--- config.mk ---
export PLATFORM = sky130hd
export DESIGN_NAME = systime_counter
export DESIGN_NICKNAME = d
export VERILOG_FILES = /design/src/rtl/systime_pkg.sv /design/src/rtl/systime_tick_div.sv /design/src/rtl/systime_accum.sv /design/src/rtl/systime_regif.sv /design/src/rtl/systime_counter.sv
export SDC_FILE = /design/constraint.sdc
export NUM_CORES = 1
export LEC_CHECK = 0
export BUFFER_PORTS_ARGS = -buffer_cell sky130_fd_sc_hd__buf_2
export CAP_MARGIN = 10
export CELL_PAD_IN_SITES_DETAIL_PLACEMENT = 1
export CELL_PAD_IN_SITES_GLOBAL_PLACEMENT = 1
export CORE_AREA = 4 4 200 144
export CTS_CLUSTER_DIAMETER = 40
export DETAILED_ROUTE_END_ITERATION = 7
export DIE_AREA = 0 0 204 148
export HOLD_SLACK_MARGIN = 0.06
export PLACE_DENSITY_LB_ADDON = 0.1
export SYNTH_ARGS = -nofsm -noshare
export SYNTH_HDL_FRONTEND = slang
export SYNTH_SLANG_ARGS = --single-unit
--- constraint.sdc ---
create_clock -name clk -period 3.24 [get_ports clk]
set_clock_uncertainty 0.2 [all_clocks]
set_input_delay 0.162 -clock clk [delete_from_list [all_inputs] [get_ports clk]]
set_output_delay 0.162 -clock clk [all_outputs]
set_load 0.005 [all_outputs]
--- src/rtl/systime_pkg.sv ---
package systime_pkg;
  localparam int REG_ADDR_W = 2;
  typedef enum logic [REG_ADDR_W-1:0] {
    RA_TIME_LO  = 2'd0,
    RA_TIME_HI  = 2'd1,
    RA_INC_CTRL = 2'd2,
    RA_SPARE    = 2'd3
  } reg_sel_e;
endpackage

--- src/rtl/systime_tick_div.sv ---
module systime_tick_div #(
  parameter int PER_W = 8
) (
  input  logic             clk,
  input  logic             rst,
  input  logic             restart,
  input  logic [PER_W-1:0] period,
  output logic             step
);
  logic [PER_W-1:0] cnt_q;
  logic             active;
  logic             at_end;

  assign active = (period != '0);
  assign at_end = (cnt_q == period - PER_W'(1));
  assign step   = active && at_end && !restart;

  always_ff @(posedge clk) begin
    if (rst || restart || !active) cnt_q <= '0;
    else if (at_end)                cnt_q <= '0;
    else                            cnt_q <= cnt_q + PER_W'(1);
  end

  AST_DIV_BELOW_PERIOD: assert property (@(posedge clk) disable iff (rst)
    (period != '0) |-> (cnt_q < period));
endmodule

--- src/rtl/systime_accum.sv ---
module systime_accum #(
  parameter int TIME_W = 64,
  parameter int INC_W  = 24
) (
  input  logic              clk,
  input  logic              rst,
  input  logic              step,
  input  logic [INC_W-1:0]  inc,
  input  logic              load,
  input  logic [TIME_W-1:0] load_val,
  output logic [TIME_W-1:0] time_q
);
  localparam int HALF_W = TIME_W / 2;

  logic [HALF_W-1:0] lo_q, hi_q;
  logic [HALF_W-1:0] lo_sum;
  logic              lo_carry;

  assign {lo_carry, lo_sum} = {1'b0, lo_q} + (HALF_W+1)'(inc);

  always_ff @(posedge clk) begin
    if (rst) begin
      lo_q <= '0;
      hi_q <= '0;
    end else if (load) begin
      lo_q <= load_val[HALF_W-1:0];
      hi_q <= load_val[TIME_W-1:HALF_W];
    end else if (step) begin
      lo_q <= lo_sum;
      hi_q <= hi_q + HALF_W'(lo_carry);
    end
  end

  assign time_q = {hi_q, lo_q};

  AST_STEP_ADDS: assert property (@(posedge clk) disable iff (rst)
    ($past(step) && !$past(load)) |-> (time_q == $past(time_q) + TIME_W'($past(inc))));
  AST_IDLE_HOLD: assert property (@(posedge clk) disable iff (rst)
    (!$past(step) && !$past(load)) |-> $stable(time_q));
  AST_LOAD_VALUE: assert property (@(posedge clk) disable iff (rst)
    $past(load) |-> (time_q == $past(load_val)));
endmodule

--- src/rtl/systime_regif.sv ---
module systime_regif
  import systime_pkg::*;
#(
  parameter int TIME_W = 64,
  parameter int CTRL_W = 32
) (
  input  logic                  clk,
  input  logic                  rst,
  input  logic                  wr_en,
  input  logic                  rd_en,
  input  logic [REG_ADDR_W-1:0] addr,
  input  logic [TIME_W/2-1:0]   wr_data,
  input  logic [TIME_W-1:0]     time_q,
  output logic [CTRL_W-1:0]     ctrl_q,
  output logic                  load,
  output logic [TIME_W-1:0]     load_val,
  output logic                  restart,
  output logic [TIME_W/2-1:0]   rd_data,
  output logic                  rd_valid
);
  localparam int HALF_W = TIME_W / 2;

  logic [HALF_W-1:0] stage_q;
  logic [HALF_W-1:0] shadow_q;
  logic              ctrl_wr;
  logic              lo_rd;

  assign ctrl_wr  = wr_en && (addr == RA_INC_CTRL);
  assign load     = wr_en && (addr == RA_TIME_HI);
  assign load_val = {wr_data, stage_q};
  assign restart  = ctrl_wr || load;
  assign lo_rd    = rd_en && (addr == RA_TIME_LO);

  always_ff @(posedge clk) begin
    if (rst) begin
      ctrl_q  <= '0;
      stage_q <= '0;
    end else if (wr_en) begin
      if (addr == RA_INC_CTRL) ctrl_q  <= CTRL_W'(wr_data);
      if (addr == RA_TIME_LO)  stage_q <= wr_data;
    end
  end

  always_ff @(posedge clk) begin
    if (rst) begin
      shadow_q <= '0;
      rd_data  <= '0;
      rd_valid <= 1'b0;
    end else begin
      rd_valid <= rd_en;
      if (lo_rd) shadow_q <= time_q[TIME_W-1:HALF_W];
      if (rd_en) begin
        case (addr)
          RA_TIME_LO:  rd_data <= time_q[HALF_W-1:0];
          RA_TIME_HI:  rd_data <= shadow_q;
          RA_INC_CTRL: rd_data <= HALF_W'(ctrl_q);
          default:     rd_data <= '0;
        endcase
      end
    end
  end

  AST_SHADOW_HOLD: assert property (@(posedge clk) disable iff (rst)
    !$past(lo_rd) |-> $stable(shadow_q));
  AST_SPARE_READS_ZERO: assert property (@(posedge clk) disable iff (rst)
    ($past(rd_en) && ($past(addr) == RA_SPARE)) |-> (rd_data == '0));
endmodule

--- src/rtl/systime_counter.sv ---
module systime_counter
  import systime_pkg::*;
#(
  parameter int TIME_W = 64,
  parameter int PER_W  = 8,
  parameter int INC_W  = 24
) (
  input  logic                  clk,
  input  logic                  rst,
  input  logic                  wr_en,
  input  logic                  rd_en,
  input  logic [REG_ADDR_W-1:0] addr,
  input  logic [TIME_W/2-1:0]   wr_data,
  output logic [TIME_W/2-1:0]   rd_data,
  output logic                  rd_valid
);
  localparam int CTRL_W = PER_W + INC_W;

  logic [CTRL_W-1:0] ctrl_q;
  logic              load, restart, step;
  logic [TIME_W-1:0] load_val, time_q;

  systime_regif #(.TIME_W(TIME_W), .CTRL_W(CTRL_W)) u_regif (
    .clk(clk), .rst(rst), .wr_en(wr_en), .rd_en(rd_en), .addr(addr),
    .wr_data(wr_data), .time_q(time_q), .ctrl_q(ctrl_q), .load(load),
    .load_val(load_val), .restart(restart), .rd_data(rd_data),
    .rd_valid(rd_valid)
  );

  systime_tick_div #(.PER_W(PER_W)) u_div (
    .clk(clk), .rst(rst), .restart(restart),
    .period(ctrl_q[CTRL_W-1:INC_W]), .step(step)
  );

  systime_accum #(.TIME_W(TIME_W), .INC_W(INC_W)) u_acc (
    .clk(clk), .rst(rst), .step(step), .inc(ctrl_q[INC_W-1:0]),
    .load(load), .load_val(load_val), .time_q(time_q)
  );

  AST_OFF_NO_CHANGE: assert property (@(posedge clk) disable iff (rst)
    (($past(ctrl_q[CTRL_W-1:INC_W]) == '0) && !$past(load)) |-> $stable(time_q));
endmodule

# Yosys cells after proc, flatten, opt, wreduce, memory -nomap -nowiden
# Index checks and enable logic that the tools add are counted.
[totals]
ff_bits = 201
out_inout_bits = 33
wordCells = 36
in_bits = 38
[op_classes]
reduce_logical = 16
n_eq_ne = 3
n_addsub = 4
muxes = 5
[ops]
columns = ["cell", "n"]
rows = [
  ["$mux 32", 4],
  ["$pmux 32 s3", 1],
  ["$add 32x24->33", 1],
  ["$add 32x1->32", 1],
  ["$add 8x1->8 const B", 1],
  ["$eq 8x8->1", 1],
  ["$reduce_bool 8->1", 1],
  ["$sub 8x1->8 const B", 1],
  ["$logic_and 1x1->1", 5],
  ["$reduce_and 2->1", 2],
  ["$logic_or 1x1->1", 3],
  ["$eq 2x1->1 const B", 1],
  ["$eq 2x2->1 const B", 1],
  ["$logic_not 1->1", 2],
  ["$logic_not 2->1", 1],
  ["$reduce_bool 2->1", 1],
  ["$reduce_or 2->1", 1],
]

# Longest topological paths before layout
# Gate-level depths: netlist of the first run.
[logic_depth]
word_depth = 7
ltp_mapped = 16
ltp_nobuf = 15

# Hierarchy
# Synthesis of the first run repeated with hierarchy kept, for this count alone.
[unflattened]
cells_unflattened = 1325
area_unflattened_um2 = 10684.0
[by_module_without_submodules]
columns = ["mod", "seq_area_each_um2", "area_per_inst_um2", "cells_each", "n_inst"]
rows = [
  ["systime_regif", 2582.5, 5639.2, 673, 1],
  ["systime_accum", 1281.2, 4463.0, 587, 1],
  ["systime_tick_div", 160.2, 581.8, 65, 1],
]

# Worst setup path after synthesis of the first run
# OpenSTA, ideal clock, no wires.
[synth_timing]
kind = "reg-to-reg"
from = "reg u_regif.ctrl_q[0]"
to = "reg u_acc.hi_q[16]"
path_stages_with_launch = 17
setup_ps = 86
path_buffers = 1
t_arrival_ps = 3304
setup_slack_ps = -349
synth_period_minus_slack_ps = 3589
cell_sequence = "dfxtp_1 -> ha_1 -> fa_1 -> a21o_1 -> a221o_1 -> a21oi_1 -> a211oi_1 -> o31a_1 -> nor2_1 -> nor3b_1 -> ha_1 -> ha_1 -> nand3_1 -> clkbuf_1 -> nor4_1 -> xnor2_1 -> a211oi_1"
[synth_between]
elab_chain_cells = 4
[synth_rtl]
columns = ["item", "line_no", "text"]
rows = [
  ["start, declared", "systime_regif.sv:14", "output logic [CTRL_W-1:0] ctrl_q,"],
  ["start signal, assigned", "systime_regif.sv:39", "if (addr == RA_INC_CTRL) ctrl_q <= CTRL_W'(wr_data);"],
  ["$add 32x24->33", "systime_accum.sv:19", "assign {lo_carry, lo_sum} = {1'b0, lo_q} + (HALF_W+1)'(inc);"],
  ["$add 32x1->32", "systime_accum.sv:30", "hi_q <= hi_q + HALF_W'(lo_carry);"],
  ["$mux 32", "systime_accum.sv:28", "end else if (step) begin"],
  ["$mux 32", "systime_accum.sv:25", "end else if (load) begin"],
  ["end signal, assigned", "systime_accum.sv:27", "hi_q <= load_val[TIME_W-1:HALF_W];"],
  ["end signal, assigned", "systime_accum.sv:30", ""],
  ["end, declared", "systime_accum.sv:15", "logic [HALF_W-1:0] lo_q, hi_q;"],
]
# No other way between the ends. The select of a mux whose other input is x is not followed.
# A chain may end at the register's enable or synchronous reset.

# Worst setup path in the final report of the first run
[layout_timing]
from = "reg u_regif.ctrl_q[0]"
to = "reg u_acc.hi_q[27]"
# The elaborated chain is that of the path after synthesis.

==> results.py, run 1 <==
metrics = {
    "outcome": {
        "outcome": "finished with violations",
        "violations": "negative setup slack",
    },
    "setup_path": {
        "cp_slowest_cell": "a221o_1",
        "worstPathCellList": "ha_4 -> fa_2 -> a21o_1 -> a221o_1 -> a21oi_2 -> a211oi_2 -> o31a_1 -> nor2_2 -> nor3b_2 -> ha_2 -> and3_4 -> nand4_1 -> buf_6 -> buf_6 -> nor3_2 -> xnor2_1 -> a211oi_1",
        "crit_path_start": "u_regif.ctrl_q[0]",
        "max_stage_delay_ns": 0.36,
        "crit_fanout": 7,
        "startpoint_type": "flip-flop",
        "timing.rr.start": "u_regif.ctrl_q[0]",
        "worstRegToRegCells": 17,
        "crit_type": "reg2reg",
        "critical_path_buf_inv_count": 2,
        "cp.required_ns": 3.52,
        "crit_family": "compound AO/OA/AOI/OAI gates",
        "critPathMostFrequentCell": "buf_6",
        "cp.depth": 17,
        "crit_arrival_ns": 3.90,
        "critPathCaptureType": "flip-flop",
    },
    "route": {
        "routed_wl_um": 37300,
        "drc": 0,
        "wl_per_cell_um": 19.8,
        "antenna_left": 0,
        "detailedRoute.firstIterationViolations": 482,
        "vias_per_cell": 5.37,
        "num_vias": 10109,
        "drtPass1Iterations": 5,
    },
    "yosys": {
        "yosysSeqAreaShare": 0.398,
        "syn_area_sq_um": 10100,
        "synthArstFlopShare": 0,
        "synth_cell_type_count": 64,
        "postSynthNetCount": 1350,
        "avgSynthCellArea_sq_um": 7.88,
        "yosysTopAreaCell": "dfxtp_1",
        "synth_edf_count": 0,
        "syn-instance-count": 1283,
        "yosys_register_bits": 201,
        "synth.top_cell.area_share": 0.398,
        "synth.area.top_cells": "dfxtp_1, nand2_1, a21oi_1, nor2_1, a211oi_1",
        "synth_ff_type": "dfxtp_1",
        "yosys_warnings": 0,
    },
    "clocking": {
        "root_buffer": "clkbuf_16",
        "cts_inserted_buffers": 31,
        "clock_sinks": 201,
        "clock_path_buffers": 3,
        "clk_latency_ns": 0.57,
        "cts_tree": "built",
        "path_clk_slew_ns": 0.06,
        "h-tree-depth": 1,
    },
    "timing": {
        "finalSetupViolCount": 29,
        "finalMaxSlewViolations": 0,
        "finalCritPeriodShare": 1.12,
        "min_period_ns": 3.63,
        "worst_pin_slew_ns": 0.839,
        "fmax_mhz": 276,
        "timing_hold_violations_final": 0,
        "hold_slack_ns": 0.0972,
        "setup_tns_ns": -8.37,
        "worst_slack_ns": -0.387,
        "rsz0062_at_grt": "yes",
        "slew_headroom": 0.441,
    },
    "min_path": {
        "min_from": "wr_en",
        "holdPathStages": 6,
        "min_path_type": "in2reg",
    },
    "grt": {
        "grt_pass1_wl_um": 58700,
        "grt_max_degree": 85,
        "antenna_found_initial": 0,
        "grt_pass1_vias": 10309,
        "track_usage": 0.242,
        "grt_overflow": 0,
    },
    "cells_and_area": {
        "syn_to_final_growth_pct": 37.5,
        "finalNetCount": 1560,
        "final_cell_mix": "nand2_1, dfxtp_1, a21oi_1, nor2_1, buf_4",
        "final_common_cell": "nand2_1",
        "final_util": 0.523,
        "diodes": 0,
        "drive_above_1_share": 0.243,
    },
    "floorplanning": {
        "die_w_um": 204,
        "start_util": 0.380,
        "core_area_sq_um": 26600,
        "dieArea_sq_um": 30200,
        "ios": 71,
        "rows": 50,
        "die_h_um": 148,
    },
    "place": {
        "hpwl_um": 25200,
        "portBuffers": 70,
        "gp_congestion": 0.871,
    },
    "power": {
        "peakVddDrop_v": 0.000374,
        "total_leakage_power_nw": 5.61,
        "power_mw": 6.97,
        "p_per_area_nw_per_um2": 501,
    },
    "run": {
        "drv_cap": 0,
    },
}
==> final timing paths <==
check                                           to  slack [ns]
worst max-delay path                u_acc.hi_q[27]       -0.39
worst min-delay path             u_regif.ctrl_q[0]         0.1
worst max register to register      u_acc.hi_q[27]       -0.39
worst min register to register  u_regif.stage_q[0]        0.25
==> metal layers <==
| layer | track usage | wire, um |
|---|---|---|
| met1 | 0.352 | 18300 |
| met2 | 0.381 | 16700 |
| met3 | 0.0331 | 1540 |
| met4 | 0.0583 | 791 |
| met5 | 0 | 0 |
==> state kept, by name (all words and copies together), names as in the netlist <==
name              cells
u_div.cnt_q           8
u_acc.hi_q           32
u_regif.stage_q      32
u_regif.shadow_q     32
u_regif.rd_valid      1
u_regif.rd_data      32
u_regif.ctrl_q       32
u_acc.lo_q           32
==> area by class of cell <==
class / instances / area (sq um)
Clock inverter: 24 / 330
Fill cell: 3164 / 12700
Inverter: 19 / 71.3
Tap cell: 364 / 455
Timing Repair Buffer: 271 / 2140
Sequential cell: 201 / 4030
Clock buffer: 34 / 807
Multi-Input combinational cell: 969 / 6060
==> cells in the mapped netlist, types with 8 or more instances <==
master,number
a21oi_1,154
or3_1,11
a311oi_1,23
and3_1,12
ha_1,28
dfxtp_1,201
xor2_1,23
o21ai_0,25
nor3_1,14
nand2_1,255
nand4_1,8
mux2i_1,34
xnor2_1,41
clkbuf_1,85
a21o_1,8
inv_1,18
a211oi_1,71
nor2_1,149
nand3_1,21
==> logic make-up after synthesis <==
group	count (synthesis)	share of synthesized area
flip-flops	201	0.398
AND/OR/NAND/NOR	516	0.226
buffers and inverters	113	0.0433
adder cells (fa/ha/maj)	29	0.0366
XOR/XNOR	64	0.0555
multiplexers	34	0.0337
AO/OA/AOI/OAI	326	0.207
==> where the power goes <==
| part | switching (mW) | leakage, nW | internal, mW |
|---|---|---|---|
| clock | 1.35 | 0.547 | 2.31 |
| sequential | 0.0771 | 1.64 | 2.57 |
| combinational | 0.389 | 3.43 | 0.281 |
==> worst reg2reg max path, stage by stage, from the launching register on <==
cell,delay (ns)
dfxtp_2,0.33
ha_4,0.16
fa_2,0.34
a21o_1,0.19
a221o_1,0.36
a21oi_2,0.22
a211oi_2,0.10
o31a_1,0.29
nor2_2,0.14
nor3b_2,0.06
ha_2,0.21
and3_4,0.19
nand4_1,0.10
buf_6,0.16
buf_6,0.12
nor3_2,0.04
xnor2_1,0.13
a211oi_1,0.21
==> through the flow <==
stage | setup WS, ns | std cells | area (sq um)
final | -0.387 | 1882 | 13900
after global routing | -0.567 | 1882 | 13900
after CTS | -0.368 | 1872 | 13600
after detailed placement | -0.419 | 1768 | 11800
after global placement | -0.340 | 1768 | 11800
after floorplan | -0.0252 | 1283 | 10200
==> timing repair <==
action / in CTS / in global routing
pin swaps: 43 / 37
gates resized for setup: 26 / 51
cloned: 1 / 1
setup endpoints to repair: 44 / 60
buffers inserted: 4 / 12
hold buffers: 41 / 0
endpoints found under the hold margin: 144 / 0
Note: power is estimated with default switching activity, not from simulation.
==> run 2, diff against run 1 <==
--- a/config.mk
+++ b/config.mk
@@ -6,7 +6,6 @@
 export NUM_CORES = 1
 export LEC_CHECK = 0
 export BUFFER_PORTS_ARGS = -buffer_cell sky130_fd_sc_hd__buf_2
-export CAP_MARGIN = 10
 export CELL_PAD_IN_SITES_DETAIL_PLACEMENT = 1
 export CELL_PAD_IN_SITES_GLOBAL_PLACEMENT = 1
 export CORE_AREA = 4 4 200 144
@@ -14,7 +13,9 @@
 export DETAILED_ROUTE_END_ITERATION = 7
 export DIE_AREA = 0 0 204 148
 export HOLD_SLACK_MARGIN = 0.06
+export MAX_ROUTING_LAYER = met4
 export PLACE_DENSITY_LB_ADDON = 0.1
 export SYNTH_ARGS = -nofsm -noshare
 export SYNTH_HDL_FRONTEND = slang
 export SYNTH_SLANG_ARGS = --single-unit
+export TNS_END_PERCENT = 50
==> results.py, run 2 (synthesis gave the netlist of run 1 again) <==
metrics = {
    "cells_and_area": {
        "diodes": 0,
        "finalNetCount": 1546,
        "final_common_cell": "nand2_1",
        "final_util": 0.515,
        "fill_cells": 3196,
        "seq_area_sq_um": 4030,
        "syn_to_final_growth_pct": 35.5,
        "final_cell_mix": "nand2_1, dfxtp_1, a21oi_1, nor2_1, buf_4",
        "multi_input_area_sq_um": 6030,
        "drive_above_1_share": 0.228,
    },
    "setup_path": {
        "startpoint_type": "flip-flop",
        "crit_fanout": 11,
        "timing.rr.start": "u_regif.ctrl_q[0]",
        "regToRegEndpoint": "u_acc.hi_q[13]",
        "crit_type": "reg2reg",
        "critPathCaptureType": "flip-flop",
        "crit_arrival_ns": 3.83,
        "worstRegToRegCells": 17,
        "cp.required_ns": 3.52,
        "rrSetupSlack_ns": -0.31,
    },
    "power": {
        "total_leakage_power_nw": 5.47,
        "p_per_area_nw_per_um2": 503,
        "peakVddDrop_v": 0.000408,
    },
    "route": {
        "drtPass1Iterations": 5,
        "num_vias": 10099,
        "vias_per_cell": 5.41,
        "drc": 0,
        "wl_per_cell_um": 20.5,
        "routed_wl_um": 38300,
        "detailedRoute.firstIterationViolations": 649,
        "antenna_left": 0,
    },
    "timing": {
        "finalCritPeriodShare": 1.10,
        "finalSetupViolCount": 28,
        "timing_hold_violations_final": 0,
        "worst_slack_ns": -0.314,
        "finalMaxSlewViolations": 0,
        "slew_headroom": 0.266,
        "fmax_mhz": 281,
        "worst_pin_slew_ns": 1.10,
        "min_period_ns": 3.55,
        "setup_tns_ns": -4.97,
        "rsz0062_at_grt": "yes",
    },
    "min_path": {
        "min_from": "addr[1]",
        "min_path_type": "in2reg",
        "holdPathStages": 4,
        "holdPathEnd": "u_acc.hi_q[4]",
    },
    "clocking": {
        "path_clk_slew_ns": 0.06,
        "clock_sinks": 201,
        "clk_latency_ns": 0.56,
        "cts_inserted_buffers": 30,
        "clock_path_buffers": 3,
        "cts_tree": "built",
        "root_buffer": "clkbuf_16",
        "h-tree-depth": 1,
    },
    "outcome": {
        "violations": "negative setup slack",
        "outcome": "finished with violations",
    },
    "floorplanning": {
        "ios": 71,
        "die_w_um": 204,
        "start_util": 0.380,
        "rows": 50,
        "core_area_sq_um": 26600,
        "dieArea_sq_um": 30200,
        "die_h_um": 148,
    },
    "run": {
        "drv_cap": 0,
    },
    "place": {
        "gp_congestion": 0.907,
        "portBuffers": 70,
        "hpwl_um": 26500,
    },
    "grt": {
        "grt_pass1_vias": 10217,
        "antenna_found_initial": 0,
        "track_usage": 0.255,
        "grt_overflow": 0,
        "grt_max_degree": 96,
        "grt_pass1_wl_um": 59700,
    },
}
==> run 2: cell types whose count changed in the layout (fill, tap and decap cells not counted), sizes merged <==
| cell | before | now |
|---|---|---|
| clkinvlp | 4 | 2 |
| clkinv | 7 | 10 |
| dlygate4sd3 | 40 | 43 |
| inv | 26 | 22 |
| buf | 230 | 215 |
==> run 2: power by group <==
group	switching [mW]	internal (mW)
Sequential	0.0789	2.57
Clock	1.30	2.26
Combinational	0.397	0.280
Total	1.77	5.11
==> run 2: stage by stage <==
stage	setup WS, ns	power (mW)	cell area (sq um)	cells	hold WS [ns]
finish	-0.314	6.88	13700	1867	0.157
global route	-0.493	7.12	13700	1867	0.169
CTS	-0.297	6.93	13500	1862	0.128
detailed placement	-0.566	3.31	11700	1759	0.244
global placement	-0.359	3.29	11700	1759	0.240
floorplan	-0.0292	3.02	10200	1283	0.0904
==> run 2: layer usage <==
metal | track usage | share of wire | up-vias
li1 | - | - | 4877
met1 | 0.381 | 0.51 | 4966
met2 | 0.371 | 0.43 | 201
met3 | 0.0342 | 0.042 | 55
met4 | 0.0469 | 0.017 | 0
met5 | - | 0 | -
==> run 2: critical path, stage by stage, from the launching register on <==
cell,delay (ns)
dfxtp_2,0.33
ha_4,0.16
fa_2,0.35
a21o_1,0.18
a221o_1,0.34
a21oi_4,0.23
a211oi_4,0.09
o31a_1,0.29
nor2_2,0.10
nor3b_2,0.06
ha_2,0.21
and3_4,0.18
nand4_1,0.09
buf_6,0.17
buf_12,0.11
nor3_2,0.04
xnor2_1,0.12
a211oi_1,0.23
==> run 2: final cells by class <==
type	count	share of cell area
clock inverter	21	0.0215
tap	364	0.0333
multi-input combinational	969	0.440
timing repair buffer	258	0.147
inverter	19	0.00521
clock buffer	35	0.0585
sequential	201	0.294
==> run 2: worst max-delay path by stage <==
stage	start	to	cells after the start
floorplan	u_regif.ctrl_q[19]	u_acc.hi_q[25]	15
global route	u_regif.ctrl_q[0]	u_acc.hi_q[15]	17
global placement	u_regif.ctrl_q[4]	u_acc.hi_q[19]	15
finish	u_regif.ctrl_q[0]	u_acc.hi_q[13]	17
detailed placement	u_acc.lo_q[15]	u_acc.hi_q[19]	15
CTS	u_regif.ctrl_q[0]	u_acc.hi_q[15]	17
==> run 2: timing repair <==
action / 4_1_cts / 5_1_grt
gates cloned: 0 / 0
endpoints found under the hold margin: 128 / 0
setup buffers: 3 / 7
resized for setup: 28 / 36
endpoints found under the setup margin: 32 / 62
pin swaps: 37 / 21
hold buffers: 44 / 0
